==> src/rtl/coh_pkg.sv <==
package coh_pkg;

  typedef enum logic [1:0] {
    LS_INV = 2'd0,
    LS_VAL = 2'd1,
    LS_RSV = 2'd2,
    LS_DRT = 2'd3
  } line_st_e;

  typedef enum logic [2:0] {
    BC_NONE  = 3'd0,
    BC_READ  = 3'd1,
    BC_WTINV = 3'd2,
    BC_RDINV = 3'd3,
    BC_WBACK = 3'd4
  } bus_cmd_e;

  // A write may complete without the bus only on an exclusively held line.
  function automatic logic write_stays_local(line_st_e s);
    return (s == LS_RSV) || (s == LS_DRT);
  endfunction

  // State reached by a matching line after another master's transaction.
  function automatic line_st_e snoop_next(line_st_e s, bus_cmd_e c);
    line_st_e n;
    n = s;
    if (s != LS_INV) begin
      case (c)
        BC_READ:            n = LS_VAL;
        BC_WTINV, BC_RDINV: n = LS_INV;
        default:            n = s;
      endcase
    end
    return n;
  endfunction

  // Only a dirty owner answers instead of memory.
  function automatic logic snoop_supplies(line_st_e s, bus_cmd_e c);
    return (s == LS_DRT) && ((c == BC_READ) || (c == BC_RDINV));
  endfunction

  // State of the local line once its own transaction completes.
  function automatic line_st_e fill_state(bus_cmd_e c);
    line_st_e n;
    case (c)
      BC_READ:  n = LS_VAL;
      BC_WTINV: n = LS_RSV;
      BC_RDINV: n = LS_DRT;
      default:  n = LS_INV;
    endcase
    return n;
  endfunction

  // Transaction needed for a pending request, decided when the grant arrives.
  function automatic bus_cmd_e pick_cmd(logic tag_hit, logic is_wr, line_st_e s);
    bus_cmd_e c;
    if (tag_hit)          c = (is_wr && (s == LS_VAL)) ? BC_WTINV : BC_NONE;
    else if (s == LS_DRT) c = BC_WBACK;
    else                  c = is_wr ? BC_RDINV : BC_READ;
    return c;
  endfunction

endpackage

==> src/rtl/coh_line_store.sv <==
module coh_line_store
  import coh_pkg::*;
#(
  parameter int IDX_W = 2,
  parameter int TAG_W = 6,
  parameter int DW    = 8
) (
  input  logic             clk,
  input  logic             rst_n,
  input  logic [IDX_W-1:0] a_idx,
  output line_st_e         a_st,
  output logic [TAG_W-1:0] a_tag,
  output logic [DW-1:0]    a_data,
  input  logic [IDX_W-1:0] b_idx,
  output line_st_e         b_st,
  output logic [TAG_W-1:0] b_tag,
  output logic [DW-1:0]    b_data,
  input  logic             own_we,
  input  logic [IDX_W-1:0] own_idx,
  input  line_st_e         own_st,
  input  logic [TAG_W-1:0] own_tag,
  input  logic             own_data_we,
  input  logic [DW-1:0]    own_data,
  input  logic             snp_we,
  input  logic [IDX_W-1:0] snp_idx,
  input  line_st_e         snp_st
);
  localparam int LINES = 1 << IDX_W;

  line_st_e         st_arr   [LINES];
  logic [TAG_W-1:0] tag_arr  [LINES];
  logic [DW-1:0]    data_arr [LINES];

  for (genvar g = 0; g < LINES; g++) begin : g_line
    line_st_e         st_q;
    logic [TAG_W-1:0] tag_q;
    logic [DW-1:0]    data_q;
    logic             own_sel;
    logic             snp_sel;

    assign own_sel = own_we && (own_idx == IDX_W'(g));
    assign snp_sel = snp_we && (snp_idx == IDX_W'(g));

    // The local transaction wins; the bus never carries both at once.
    always_ff @(posedge clk or negedge rst_n) begin
      if (!rst_n) begin
        st_q   <= LS_INV;
        tag_q  <= '0;
        data_q <= '0;
      end else if (own_sel) begin
        st_q  <= own_st;
        tag_q <= own_tag;
        if (own_data_we) data_q <= own_data;
      end else if (snp_sel) begin
        st_q <= snp_st;
      end
    end

    assign st_arr[g]   = st_q;
    assign tag_arr[g]  = tag_q;
    assign data_arr[g] = data_q;
  end

  assign a_st   = st_arr[a_idx];
  assign a_tag  = tag_arr[a_idx];
  assign a_data = data_arr[a_idx];
  assign b_st   = st_arr[b_idx];
  assign b_tag  = tag_arr[b_idx];
  assign b_data = data_arr[b_idx];

endmodule

==> src/rtl/coh_snoop_unit.sv <==
module coh_snoop_unit
  import coh_pkg::*;
#(
  parameter int AW    = 8,
  parameter int IDX_W = 2,
  parameter int DW    = 8,
  parameter int TAG_W = AW - IDX_W
) (
  input  logic             snp_valid,
  input  logic [2:0]       snp_cmd,
  input  logic [AW-1:0]    snp_addr,
  input  line_st_e         line_st,
  input  logic [TAG_W-1:0] line_tag,
  input  logic [DW-1:0]    line_data,
  output logic [IDX_W-1:0] look_idx,
  output logic             snp_match,
  output logic             snp_inhibit,
  output logic [DW-1:0]    snp_data,
  output logic             upd_we,
  output line_st_e         upd_st
);
  bus_cmd_e seen_cmd;

  assign seen_cmd    = bus_cmd_e'(snp_cmd);
  assign look_idx    = snp_addr[IDX_W-1:0];
  assign snp_match   = snp_valid && (line_st != LS_INV) && (line_tag == snp_addr[AW-1:IDX_W]);
  assign snp_inhibit = snp_match && snoop_supplies(line_st, seen_cmd);
  assign snp_data    = snp_inhibit ? line_data : '0;
  assign upd_st      = snoop_next(line_st, seen_cmd);
  assign upd_we      = snp_match && (upd_st != line_st);

endmodule

==> src/rtl/coh_cpu_fsm.sv <==
module coh_cpu_fsm
  import coh_pkg::*;
#(
  parameter int AW    = 8,
  parameter int IDX_W = 2,
  parameter int DW    = 8,
  parameter int TAG_W = AW - IDX_W
) (
  input  logic             clk,
  input  logic             rst_n,
  input  logic             cpu_req,
  input  logic             cpu_we,
  input  logic [AW-1:0]    cpu_addr,
  input  logic [DW-1:0]    cpu_wdata,
  output logic [DW-1:0]    cpu_rdata,
  output logic             cpu_hit,
  output logic             cpu_miss,
  output logic             cpu_stall,
  input  line_st_e         line_st,
  input  logic [TAG_W-1:0] line_tag,
  input  logic [DW-1:0]    line_data,
  output logic [IDX_W-1:0] look_idx,
  output logic             bus_req,
  input  logic             bus_gnt,
  output logic             bus_valid,
  output bus_cmd_e         bus_cmd,
  output logic [AW-1:0]    bus_addr,
  output logic [DW-1:0]    bus_wdata,
  input  logic [DW-1:0]    bus_rdata,
  input  logic             bus_done,
  output logic             own_we,
  output logic [IDX_W-1:0] own_idx,
  output line_st_e         own_st,
  output logic [TAG_W-1:0] own_tag,
  output logic             own_data_we,
  output logic [DW-1:0]    own_data,
  output logic             local_wr,
  output logic             xfer_end
);
  typedef enum logic [1:0] {F_IDLE, F_ARB, F_XFER, F_RESP} fsm_e;

  fsm_e             fsm_q, fsm_d;
  bus_cmd_e         cmd_q, cmd_sel;
  logic [AW-1:0]    addr_q;
  logic [DW-1:0]    wdata_q;
  logic [TAG_W-1:0] req_tag;
  logic             tag_hit, local_ok, in_idle, grant_go;

  assign look_idx = cpu_addr[IDX_W-1:0];
  assign req_tag  = cpu_addr[AW-1:IDX_W];
  assign tag_hit  = (line_st != LS_INV) && (line_tag == req_tag);
  assign local_ok = tag_hit && (!cpu_we || write_stays_local(line_st));
  assign in_idle  = (fsm_q == F_IDLE);
  assign cmd_sel  = pick_cmd(tag_hit, cpu_we, line_st);
  assign grant_go = (fsm_q == F_ARB) && cpu_req && bus_gnt && (cmd_sel != BC_NONE);
  assign local_wr = cpu_req && in_idle && cpu_we && local_ok;
  assign xfer_end = (fsm_q == F_XFER) && bus_done;

  always_comb begin
    fsm_d = fsm_q;
    case (fsm_q)
      F_IDLE: if (cpu_req && !local_ok) fsm_d = F_ARB;
      F_ARB: begin
        if (!cpu_req)                           fsm_d = F_IDLE;
        else if (bus_gnt && cmd_sel == BC_NONE) fsm_d = F_IDLE;
        else if (grant_go)                      fsm_d = F_XFER;
      end
      F_XFER: if (bus_done) fsm_d = (cmd_q == BC_WBACK) ? F_ARB : F_RESP;
      default: fsm_d = F_IDLE;
    endcase
  end

  always_ff @(posedge clk or negedge rst_n) begin
    if (!rst_n) begin
      fsm_q   <= F_IDLE;
      cmd_q   <= BC_NONE;
      addr_q  <= '0;
      wdata_q <= '0;
    end else begin
      fsm_q <= fsm_d;
      if (grant_go) begin
        cmd_q   <= cmd_sel;
        addr_q  <= (cmd_sel == BC_WBACK) ? {line_tag, look_idx} : cpu_addr;
        wdata_q <= (cmd_sel == BC_WBACK) ? line_data : cpu_wdata;
      end
    end
  end

  assign cpu_hit   = cpu_req && in_idle && tag_hit;
  assign cpu_miss  = cpu_req && in_idle && !tag_hit;
  assign cpu_stall = cpu_req && !((in_idle && local_ok) || (fsm_q == F_RESP));
  assign cpu_rdata = line_data;

  assign bus_req   = (fsm_q == F_ARB) || (fsm_q == F_XFER);
  assign bus_valid = (fsm_q == F_XFER);
  assign bus_cmd   = bus_valid ? cmd_q : BC_NONE;
  assign bus_addr  = addr_q;
  assign bus_wdata = wdata_q;

  assign own_we      = local_wr || xfer_end;
  assign own_idx     = look_idx;
  assign own_st      = local_wr ? LS_DRT : fill_state(cmd_q);
  assign own_tag     = req_tag;
  assign own_data_we = local_wr || (xfer_end && (cmd_q != BC_WBACK));
  assign own_data    = (xfer_end && (cmd_q == BC_READ)) ? bus_rdata : cpu_wdata;

endmodule

==> src/rtl/coh_wo_ctrl.sv <==
module coh_wo_ctrl
  import coh_pkg::*;
#(
  parameter int AW    = 8,
  parameter int DW    = 8,
  parameter int IDX_W = 2
) (
  input  logic          clk,
  input  logic          rst_n,
  input  logic          cpu_req,
  input  logic          cpu_we,
  input  logic [AW-1:0] cpu_addr,
  input  logic [DW-1:0] cpu_wdata,
  output logic [DW-1:0] cpu_rdata,
  output logic          cpu_hit,
  output logic          cpu_miss,
  output logic          cpu_stall,
  output logic          bus_req,
  input  logic          bus_gnt,
  output logic          bus_valid,
  output logic [2:0]    bus_cmd,
  output logic [AW-1:0] bus_addr,
  output logic [DW-1:0] bus_wdata,
  input  logic [DW-1:0] bus_rdata,
  input  logic          bus_done,
  input  logic          snp_valid,
  input  logic [2:0]    snp_cmd,
  input  logic [AW-1:0] snp_addr,
  output logic          snp_inhibit,
  output logic [DW-1:0] snp_data
);
  localparam int TAG_W = AW - IDX_W;

  line_st_e         cpu_line_st, snp_line_st, own_st, snp_upd_st;
  logic [TAG_W-1:0] cpu_line_tag, snp_line_tag, own_tag;
  logic [DW-1:0]    cpu_line_data, snp_line_data, own_data;
  logic [IDX_W-1:0] cpu_idx, snp_idx, own_idx;
  logic             own_we, own_data_we, snp_upd_we, snp_match;
  logic             local_wr, xfer_end;
  bus_cmd_e         fsm_cmd;

  coh_line_store #(.IDX_W(IDX_W), .TAG_W(TAG_W), .DW(DW)) store_i (
    .clk(clk), .rst_n(rst_n),
    .a_idx(cpu_idx), .a_st(cpu_line_st), .a_tag(cpu_line_tag), .a_data(cpu_line_data),
    .b_idx(snp_idx), .b_st(snp_line_st), .b_tag(snp_line_tag), .b_data(snp_line_data),
    .own_we(own_we), .own_idx(own_idx), .own_st(own_st), .own_tag(own_tag),
    .own_data_we(own_data_we), .own_data(own_data),
    .snp_we(snp_upd_we), .snp_idx(snp_idx), .snp_st(snp_upd_st)
  );

  coh_snoop_unit #(.AW(AW), .IDX_W(IDX_W), .DW(DW)) snoop_i (
    .snp_valid(snp_valid), .snp_cmd(snp_cmd), .snp_addr(snp_addr),
    .line_st(snp_line_st), .line_tag(snp_line_tag), .line_data(snp_line_data),
    .look_idx(snp_idx), .snp_match(snp_match), .snp_inhibit(snp_inhibit),
    .snp_data(snp_data), .upd_we(snp_upd_we), .upd_st(snp_upd_st)
  );

  coh_cpu_fsm #(.AW(AW), .IDX_W(IDX_W), .DW(DW)) fsm_i (
    .clk(clk), .rst_n(rst_n),
    .cpu_req(cpu_req), .cpu_we(cpu_we), .cpu_addr(cpu_addr), .cpu_wdata(cpu_wdata),
    .cpu_rdata(cpu_rdata), .cpu_hit(cpu_hit), .cpu_miss(cpu_miss), .cpu_stall(cpu_stall),
    .line_st(cpu_line_st), .line_tag(cpu_line_tag), .line_data(cpu_line_data),
    .look_idx(cpu_idx),
    .bus_req(bus_req), .bus_gnt(bus_gnt), .bus_valid(bus_valid), .bus_cmd(fsm_cmd),
    .bus_addr(bus_addr), .bus_wdata(bus_wdata), .bus_rdata(bus_rdata), .bus_done(bus_done),
    .own_we(own_we), .own_idx(own_idx), .own_st(own_st), .own_tag(own_tag),
    .own_data_we(own_data_we), .own_data(own_data),
    .local_wr(local_wr), .xfer_end(xfer_end)
  );

  assign bus_cmd = fsm_cmd;

endmodule

==> config.mk <==
export PLATFORM = sky130hd
export DESIGN_NAME = coh_wo_ctrl
export DESIGN_NICKNAME = d
export VERILOG_FILES = /design/src/rtl/coh_pkg.sv /design/src/rtl/coh_line_store.sv /design/src/rtl/coh_snoop_unit.sv /design/src/rtl/coh_cpu_fsm.sv /design/src/rtl/coh_wo_ctrl.sv
export SDC_FILE = /design/constraint.sdc
export NUM_CORES = 1
export LEC_CHECK = 0
export BUFFER_PORTS_ARGS = -buffer_cell sky130_fd_sc_hd__buf_2
export CORE_MARGIN = 3
export CORE_UTILIZATION = 59
export CTS_BUF_LIST = sky130_fd_sc_hd__clkbuf_2 sky130_fd_sc_hd__clkbuf_4 sky130_fd_sc_hd__clkbuf_8
export CTS_CLUSTER_SIZE = 16
export DETAILED_ROUTE_END_ITERATION = 10
export PLACE_DENSITY_LB_ADDON = 0.25
export SYNTH_ARGS = -nofsm -noshare
export SYNTH_HDL_FRONTEND = slang
export SYNTH_HIERARCHICAL = 1
export SYNTH_SLANG_ARGS = --single-unit
==> constraint.sdc <==
create_clock -name clk -period 4.31 [get_ports clk]
set_clock_uncertainty 0.15 [all_clocks]
set_input_delay 0.862 -clock clk [delete_from_list [all_inputs] [get_ports clk]]
set_output_delay 0.862 -clock clk [all_outputs]
set_load 0.005 [all_outputs]
==> Yosys cells after proc, flatten, opt, wreduce, memory -nomap -nowiden <==
Cells that the tools add are included.
{ "op_classes": {"bitwise": 2, "eq_ne": 28, "mux": 46, "n_lt_le_gt_ge": 2, "n_reduce_logical": 59} }
{ "op_table": {"columns": ["operator", "count"], "rows": [
  ["2-to-1 mux 8 bit", 8],
  ["2-to-1 mux 2 bit", 22],
  ["binary-select mux 8 bit (select 2 bit)", 2],
  ["logical AND 1 bit", 31],
  ["binary-select mux 6 bit (select 2 bit)", 2],
  ["2-to-1 mux 6 bit", 4],
  ["equality test 2 bit, second input constant", 9],
  ["equality test 3 x 2 -> 1 bit, second input constant", 4],
  ["equality test 6 bit", 2],
  ["case mux 2 bit (3 select lines)", 2],
  ["nonzero test 2 bit", 6],
  ["2-to-1 mux 3 bit", 3],
  ["binary-select mux 2 bit (select 2 bit)", 2],
  ["equality test 2 x 1 -> 1 bit, second input constant", 4],
  ["AND reduction 2 bit", 4],
  ["logical OR 1 bit", 7],
  ["equality test 3 x 1 -> 1 bit, second input constant", 2],
  ["equality test 3 bit, second input constant", 2],
  [">= comparator 3 bit, second input constant", 2],
  ["zero test 2 bit", 3],
  ["inverter 2 -> 3 bit", 2],
  ["zero test 1 bit", 4],
  ["inequality test 2 bit, second input constant", 2],
  ["inequality test 4 x 3 -> 1 bit, second input constant", 1],
  ["other kinds (7)", 7]
]} }
{ "totals": {"inputBits": 42, "elab_cells": 153, "regBits": 85, "out_inout_bits": 41} }

==> Longest topological paths before layout <==
{ "logic_depth": {"word_depth": 14, "ltp_mapped": 13, "depth_no_buf": 9} }

==> Modules after synthesis <==
The synthesis kept the hierarchy.
{ "modules_own_cells": {"columns": ["module", "instances", "seq_area_each_um2", "cells_each", "area_each_um2"], "rows": [
  ["coh_line_store", 1, 1601.5, 198, 3344.5],
  ["coh_cpu_fsm", 1, 525.5, 160, 1493.9],
  ["coh_snoop_unit", 1, 0.0, 43, 341.6]
]} }

==> Least setup slack after synthesis <==
OpenSTA, ideal clock, no wires.
{ "synth_path": {"kind": "input to register", "startpoint": "input port snp_addr[0]", "endpoint": "register store_i.g_line[0].st_q[0]", "path_buffers": 3, "cell_stages": 10, "setup_time_ns": 0.125, "setup_slack_ns": 0.454, "arrival_time_ns": 3.581, "t_required_ns": 4.035, "cell_sequence": "buf_4 buf_4 buf_6 mux4_2 xnor2_1 o2111ai_1 a2111oi_0 nor3b_1 mux2_2 mux2_2"} }
{ "synth_via": {"elab_cells_between_ends": 20, "classes_between": "eq/ne: 2; mux: 10; bitwise: 1; reduce/logical: 7"} }
{ "synth_rtl": {"columns": ["item", "line", "source"], "rows": [
  ["start: declaration", "coh_wo_ctrl.sv:28", "input logic [AW-1:0] snp_addr,"],
  ["inverter 2 -> 3 bit (not written as such)", "coh_line_store.sv:68", "assign b_tag = tag_arr[b_idx];"],
  ["binary-select mux 6 bit (select 2 bit)", "coh_line_store.sv:68", null],
  ["2-to-1 mux 6 bit (not written as such) (2 in series)", "coh_line_store.sv:68", null],
  ["via snp_line_tag[1]", "coh_wo_ctrl.sv:35", "logic [TAG_W-1:0] cpu_line_tag, snp_line_tag, own_tag;"],
  ["equality test 6 bit", "coh_snoop_unit.sv:26", "assign snp_match = snp_valid && (line_st != LS_INV) && (line_tag == snp_addr[AW-1:IDX_W]);"],
  ["logical AND 1 bit", "coh_snoop_unit.sv:26", null],
  ["logical AND 1 bit", "coh_snoop_unit.sv:30", "assign upd_we = snp_match && (upd_st != line_st);"],
  ["via snp_upd_we", "coh_wo_ctrl.sv:38", "logic own_we, own_data_we, snp_upd_we, snp_match;"],
  ["logical AND 1 bit", "coh_line_store.sv:42", "assign snp_sel = snp_we && (snp_idx == IDX_W'(g));"],
  ["nonzero test 2 bit (no line)", null, null],
  ["end signal: assignment", "coh_line_store.sv:51", "st_q <= own_st;"],
  ["end signal: assignment", "coh_line_store.sv:55", "st_q <= snp_st;"],
  ["end: declaration", "coh_line_store.sv:35", "line_st_e st_q;"]
]} }
The timed path passes the listed nets, and every way through them passes these cells. The select of a mux whose other input is x is not followed.
A chain may end at the register's enable or synchronous reset.

==> Worst setup path after layout <==
{ "layout_path": {"startpoint": "input port cpu_addr[0]", "endpoint": "output port cpu_stall"} }
{ "layout_via": {"elab_cells_between_ends": 19, "classes_between": "eq/ne: 3; mux: 6; bitwise: 1; reduce/logical: 9"} }
{ "layout_rtl": {"columns": ["item", "line", "source"], "rows": [
  ["start: declaration", "coh_wo_ctrl.sv:12", "input logic [AW-1:0] cpu_addr,"],
  ["inverter 2 -> 3 bit (not written as such)", "coh_line_store.sv:65", "assign a_tag = tag_arr[a_idx];"],
  ["binary-select mux 6 bit (select 2 bit)", "coh_line_store.sv:65", null],
  ["2-to-1 mux 6 bit (not written as such) (2 in series)", "coh_line_store.sv:65", null],
  ["via cpu_line_tag[1]", "coh_wo_ctrl.sv:35", null],
  ["equality test 6 bit", "coh_cpu_fsm.sv:51", "assign tag_hit = (line_st != LS_INV) && (line_tag == req_tag);"],
  ["logical AND 1 bit", "coh_cpu_fsm.sv:51", null],
  ["logical AND 1 bit", "coh_cpu_fsm.sv:52", "assign local_ok = tag_hit && (!cpu_we || write_stays_local(line_st));"],
  ["logical AND 1 bit", "coh_cpu_fsm.sv:91", "assign cpu_stall = cpu_req && !((in_idle && local_ok) || (fsm_q == F_RESP));"],
  ["logical OR 1 bit", "coh_cpu_fsm.sv:91", null],
  ["zero test 1 bit", "coh_cpu_fsm.sv:91", null],
  ["logical AND 1 bit", "coh_cpu_fsm.sv:91", null],
  ["end: declaration", "coh_wo_ctrl.sv:17", "output logic cpu_stall,"]
]} }
The timed path passes the listed nets, and every way through them passes these cells. The select of a mux whose other input is x is not followed.

==> tab_implementation.tex <==
\begin{tabular}{lr}
\hline
Metric & Value \\
\hline
\multicolumn{2}{l}{\textbf{Critical path}} \\
\quad Register-to-register setup slack & 1.13 ns \\
\quad Required time reported for the critical path endpoint & 3.30 ns \\
\quad Critical path buffers and inverters & 2 \\
\quad Crit path to & cpu\_stall \\
\quad Ordered list of cells on the worst path & buf\_2 -> mux4\_2 -> xnor2\_1 -> o2111ai\_2 -> nor4\_1 -> nor3b\_1 -> buf\_2 \\
\quad Data arrival time of the critical path & 2.93 ns \\
\quad Kind of end point of the critical path & primary output \\
\quad Critical path fanouts, max & 8 \\
\quad Worst stage delay on the critical path & 0.57 ns \\
\quad Slowest CP cell & sky130\_fd\_sc\_hd\_\_mux4\_2 \\
\quad Kind of start point of the critical path & primary input \\
\quad Category of cells accounting for the largest share of critical-path delay & simple AND/OR/NAND/NOR gates \\
\quad Cell with the most instances on the worst path & sky130\_fd\_sc\_hd\_\_buf\_2 \\
\quad Endpoint of the lowest-slack register-to-register path & store\_i/g\_line[3].data\_q[4] \\
\quad Number of gates on the worst path with buffers counted & 7 \\
\quad Startpoint of the most critical register-to-register path & store\_i/g\_line[3].tag\_q[0] \\
\quad Timing startpoint of the critical path & cpu\_addr[0] \\
\quad Cell depth of the worst flop-to-flop path & 9 \\
\quad Setup CP Type & primary input to primary output \\
\multicolumn{2}{l}{\textbf{Placement}} \\
\quad Last weighted congestion value of the routability-driven placer & 0.881 \\
\quad HPWL after DPL & 8220 um \\
\quad Count of input and output buffers & 82 \\
\quad Placed cell count & 558 \\
\quad Post-placement setup slack & 0.334 ns \\
\multicolumn{2}{l}{\textbf{GRT}} \\
\quad Antenna violations before repair & 0 \\
\quad Wire length of the first global-routing pass & 18300 um \\
\quad Via count of the first global-routing pass & 3566 \\
\quad Total GRT Usage & 23.9\% \\
\quad Grt total ovfl & 0 \\
\quad Pin count of the biggest net entering global routing & 86 \\
\multicolumn{2}{l}{\textbf{Clock tree}} \\
\quad H-Tree Level Count & 3 \\
\quad Sink count of the clock tree & 85 \\
\quad CTS Root Cell & sky130\_fd\_sc\_hd\_\_clkbuf\_8 \\
\quad Post-CTS setup-driven buffer insertion count & 0 \\
\quad TritonCTS clock tree & done \\
\quad Number of hold buffers added after cts & 0 \\
\quad Resized cells post-CTS & 0 \\
\quad Clock slew seen by the registers of the worst setup and hold paths & 0.08 ns \\
\quad Maximum buffer depth of the clock tree & 2 \\
\quad Inserted Clock Buffers & 9 \\
\quad Clk\_lat worst skew & 0.35 ns \\
\multicolumn{2}{l}{\textbf{Timing}} \\
\quad RSZ-0062 raised after global routing & false \\
\quad Number of setup violations in the final report & 0 \\
\quad Total Neg Setup Slack & 0 ns \\
\quad Min cycle time layout & 3.95 ns \\
\quad Max Fclk & 253 MHz \\
\quad Worst-case hold slack & 0.370 ns \\
\quad Final period util & 91.6\% \\
\quad Slew Limit Fails & 0 \\
\quad Hold Fails Final Rpt & 0 \\
\quad Worst Max-Slew Pin Slew & 1.08 ns \\
\quad Final setup margin & 0.364 ns \\
\quad Relative slew slack & 27.9\% \\
\multicolumn{2}{l}{\textbf{Cells and area}} \\
\quad Net total in the final layout & 510 \\
\quad Share of cells above drive strength 1 & 49.8\% \\
\quad Most frequent standard cell in the layout excluding fill and tap cells & sky130\_fd\_sc\_hd\_\_dfrtp\_1 \\
\quad N\_diodes & 0 \\
\quad Final standard cell count with taps included and fillers excluded & 573 \\
\quad Final core occ & 68.4\% \\
\quad Area growth, synth to finish & 10.5\% \\
\quad Fill cell instance count of the final layout & 614 \\
\quad Most frequent cells in the layout & 85 x sky130\_fd\_sc\_hd\_\_dfrtp\_1, 81 x sky130\_fd\_sc\_hd\_\_buf\_2, 70 x sky130\_fd\_sc\_hd\_\_mux2\_2 \\
\quad Flip-flop and latch area & 2130 um\^{}2 \\
\quad Area of the multi-input gates & 2660 um\^{}2 \\
\multicolumn{2}{l}{\textbf{Pwr}} \\
\quad Internal power & 2.04 mW \\
\quad Flop pwr share & 41.4\% \\
\quad Leakage power of the design & 2.73 nW \\
\quad Fraction of power spent switching nets & 33.8\% \\
\quad Power spent charging and discharging nets & 1.04 mW \\
\quad Power density of the placed cells & 539 nW/um\^{}2 \\
\quad Clock Power Share & 19.9\% \\
\quad Share of power burned in combinational logic & 38.8\% \\
\quad Worst VDD drop & 0.000324 V \\
\multicolumn{2}{l}{\textbf{Detailed routing}} \\
\quad Average wire per cell in the routed design & 19.8 um \\
\quad Number of nets still failing antenna checks after routing & 0 \\
\quad First-pass iteration count of the detailed router & 4 \\
\quad Number of DRC violations after detailed-routing iteration 0 & 173 \\
\quad \# DRC & 0 \\
\quad Vias post-DR & 3499 \\
\quad Via/cell ratio & 6.11 \\
\quad Total length of routed wires & 11300 um \\
\multicolumn{2}{l}{\textbf{Synthesis}} \\
\quad Mean area per synthesized cell & 13.0 um\^{}2 \\
\quad Post-synth net total & 443 \\
\quad Post-synthesis instance total & 397 \\
\quad Yosys warning total & 6 \\
\quad Post-synth design cell area & 5160 um\^{}2 \\
\multicolumn{2}{l}{\textbf{Floorplan}} \\
\quad Initial core utilization & 61.9\% \\
\quad Total number of placement rows & 33 \\
\quad Core area & 8340 um\^{}2 \\
\quad I/O pin count & 83 \\
\quad Die area & 9900 um\^{}2 \\
\quad Die height & 99.5 um \\
\quad Width of the die & 99.5 um \\
\multicolumn{2}{l}{\textbf{Run}} \\
\quad Maxcap violations & 0 \\
\multicolumn{2}{l}{\textbf{Run status}} \\
\quad Result of the run & finished, final reports clean \\
\multicolumn{2}{l}{\textbf{Min path}} \\
\quad Hold Crit Class & flop to flop \\
\hline
\end{tabular}
-- cell type report --
class	instances	share of cell area, %
clock buffer	11	2.44
clock inverter	4	1.29
multi-input combinational	256	46.7
sequential	85	37.3
tap	105	2.30
timing repair buffer	94	8.82
inverter	18	1.18
-- routing by layer --
layer,global-route usage [%],up-vias,routed length (um)
met4,8.72,0,248
li1,-,1586,-
met5,0,-,0
met3,4.98,17,680
met2,38.8,111,5620
met1,32.1,1785,4790
-- metrics by stage --
step	instance area [um^2]	power, mW
2_1_floorplan	5160	2.13
3_3_place_gp	5490	2.42
3_5_place_dp	5490	2.47
4_1_cts	5700	3.09
5_1_grt	5700	3.27
6_report	5700	3.07
-- flip-flops by register name, summed over array words and instances, names as in the netlist --
register / flops
fsm_i/bus_wdata: 8
fsm_i/bus_addr: 8
fsm_i/fsm_q: 2
fsm_i/cmd_q: 3
store_i/g_line.data_q: 32
store_i/g_line.tag_q: 24
store_i/g_line.st_q: 8
-- worst min-delay path by stage --
stage,slack (ns),cells after the start,to,from
after floorplan,0.32,1,store_i/g_line[0].data_q[6],store_i/g_line[0].data_q[6]
after global placement,0.34,1,fsm_i/bus_addr[0],fsm_i/bus_addr[0]
after detailed placement,0.36,1,fsm_i/bus_addr[0],fsm_i/bus_addr[0]
after CTS,0.38,1,fsm_i/bus_addr[0],fsm_i/bus_addr[0]
after global routing,0.39,1,store_i/g_line[3].tag_q[2],store_i/g_line[3].tag_q[2]
final,0.37,1,fsm_i/bus_addr[0],fsm_i/bus_addr[0]
-- worst reg2reg max path: stages (launching register included) --
cell and delay [ns]:
sky130_fd_sc_hd__dfrtp_1 0.41, sky130_fd_sc_hd__mux4_2 0.50, sky130_fd_sc_hd__xnor2_1 0.18, sky130_fd_sc_hd__o2111ai_2 0.23
sky130_fd_sc_hd__nor2_1 0.21, sky130_fd_sc_hd__nand4_1 0.18, sky130_fd_sc_hd__nand2_1 0.28, sky130_fd_sc_hd__buf_4 0.19
sky130_fd_sc_hd__nand4_2 0.32, sky130_fd_sc_hd__mux2_2 0.40
-- power by group through the flow --
stage / logic (mW) / clock network, mW / registers, mW
global route: 1.30 / 0.668 / 1.31
floorplan: 0.897 / 0 / 1.24
global placement: 1.15 / 0 / 1.26
detailed placement: 1.19 / 0 / 1.28
CTS: 1.20 / 0.627 / 1.27
finish: 1.19 / 0.611 / 1.27
Note: power is estimated with default switching activity, not from simulation.
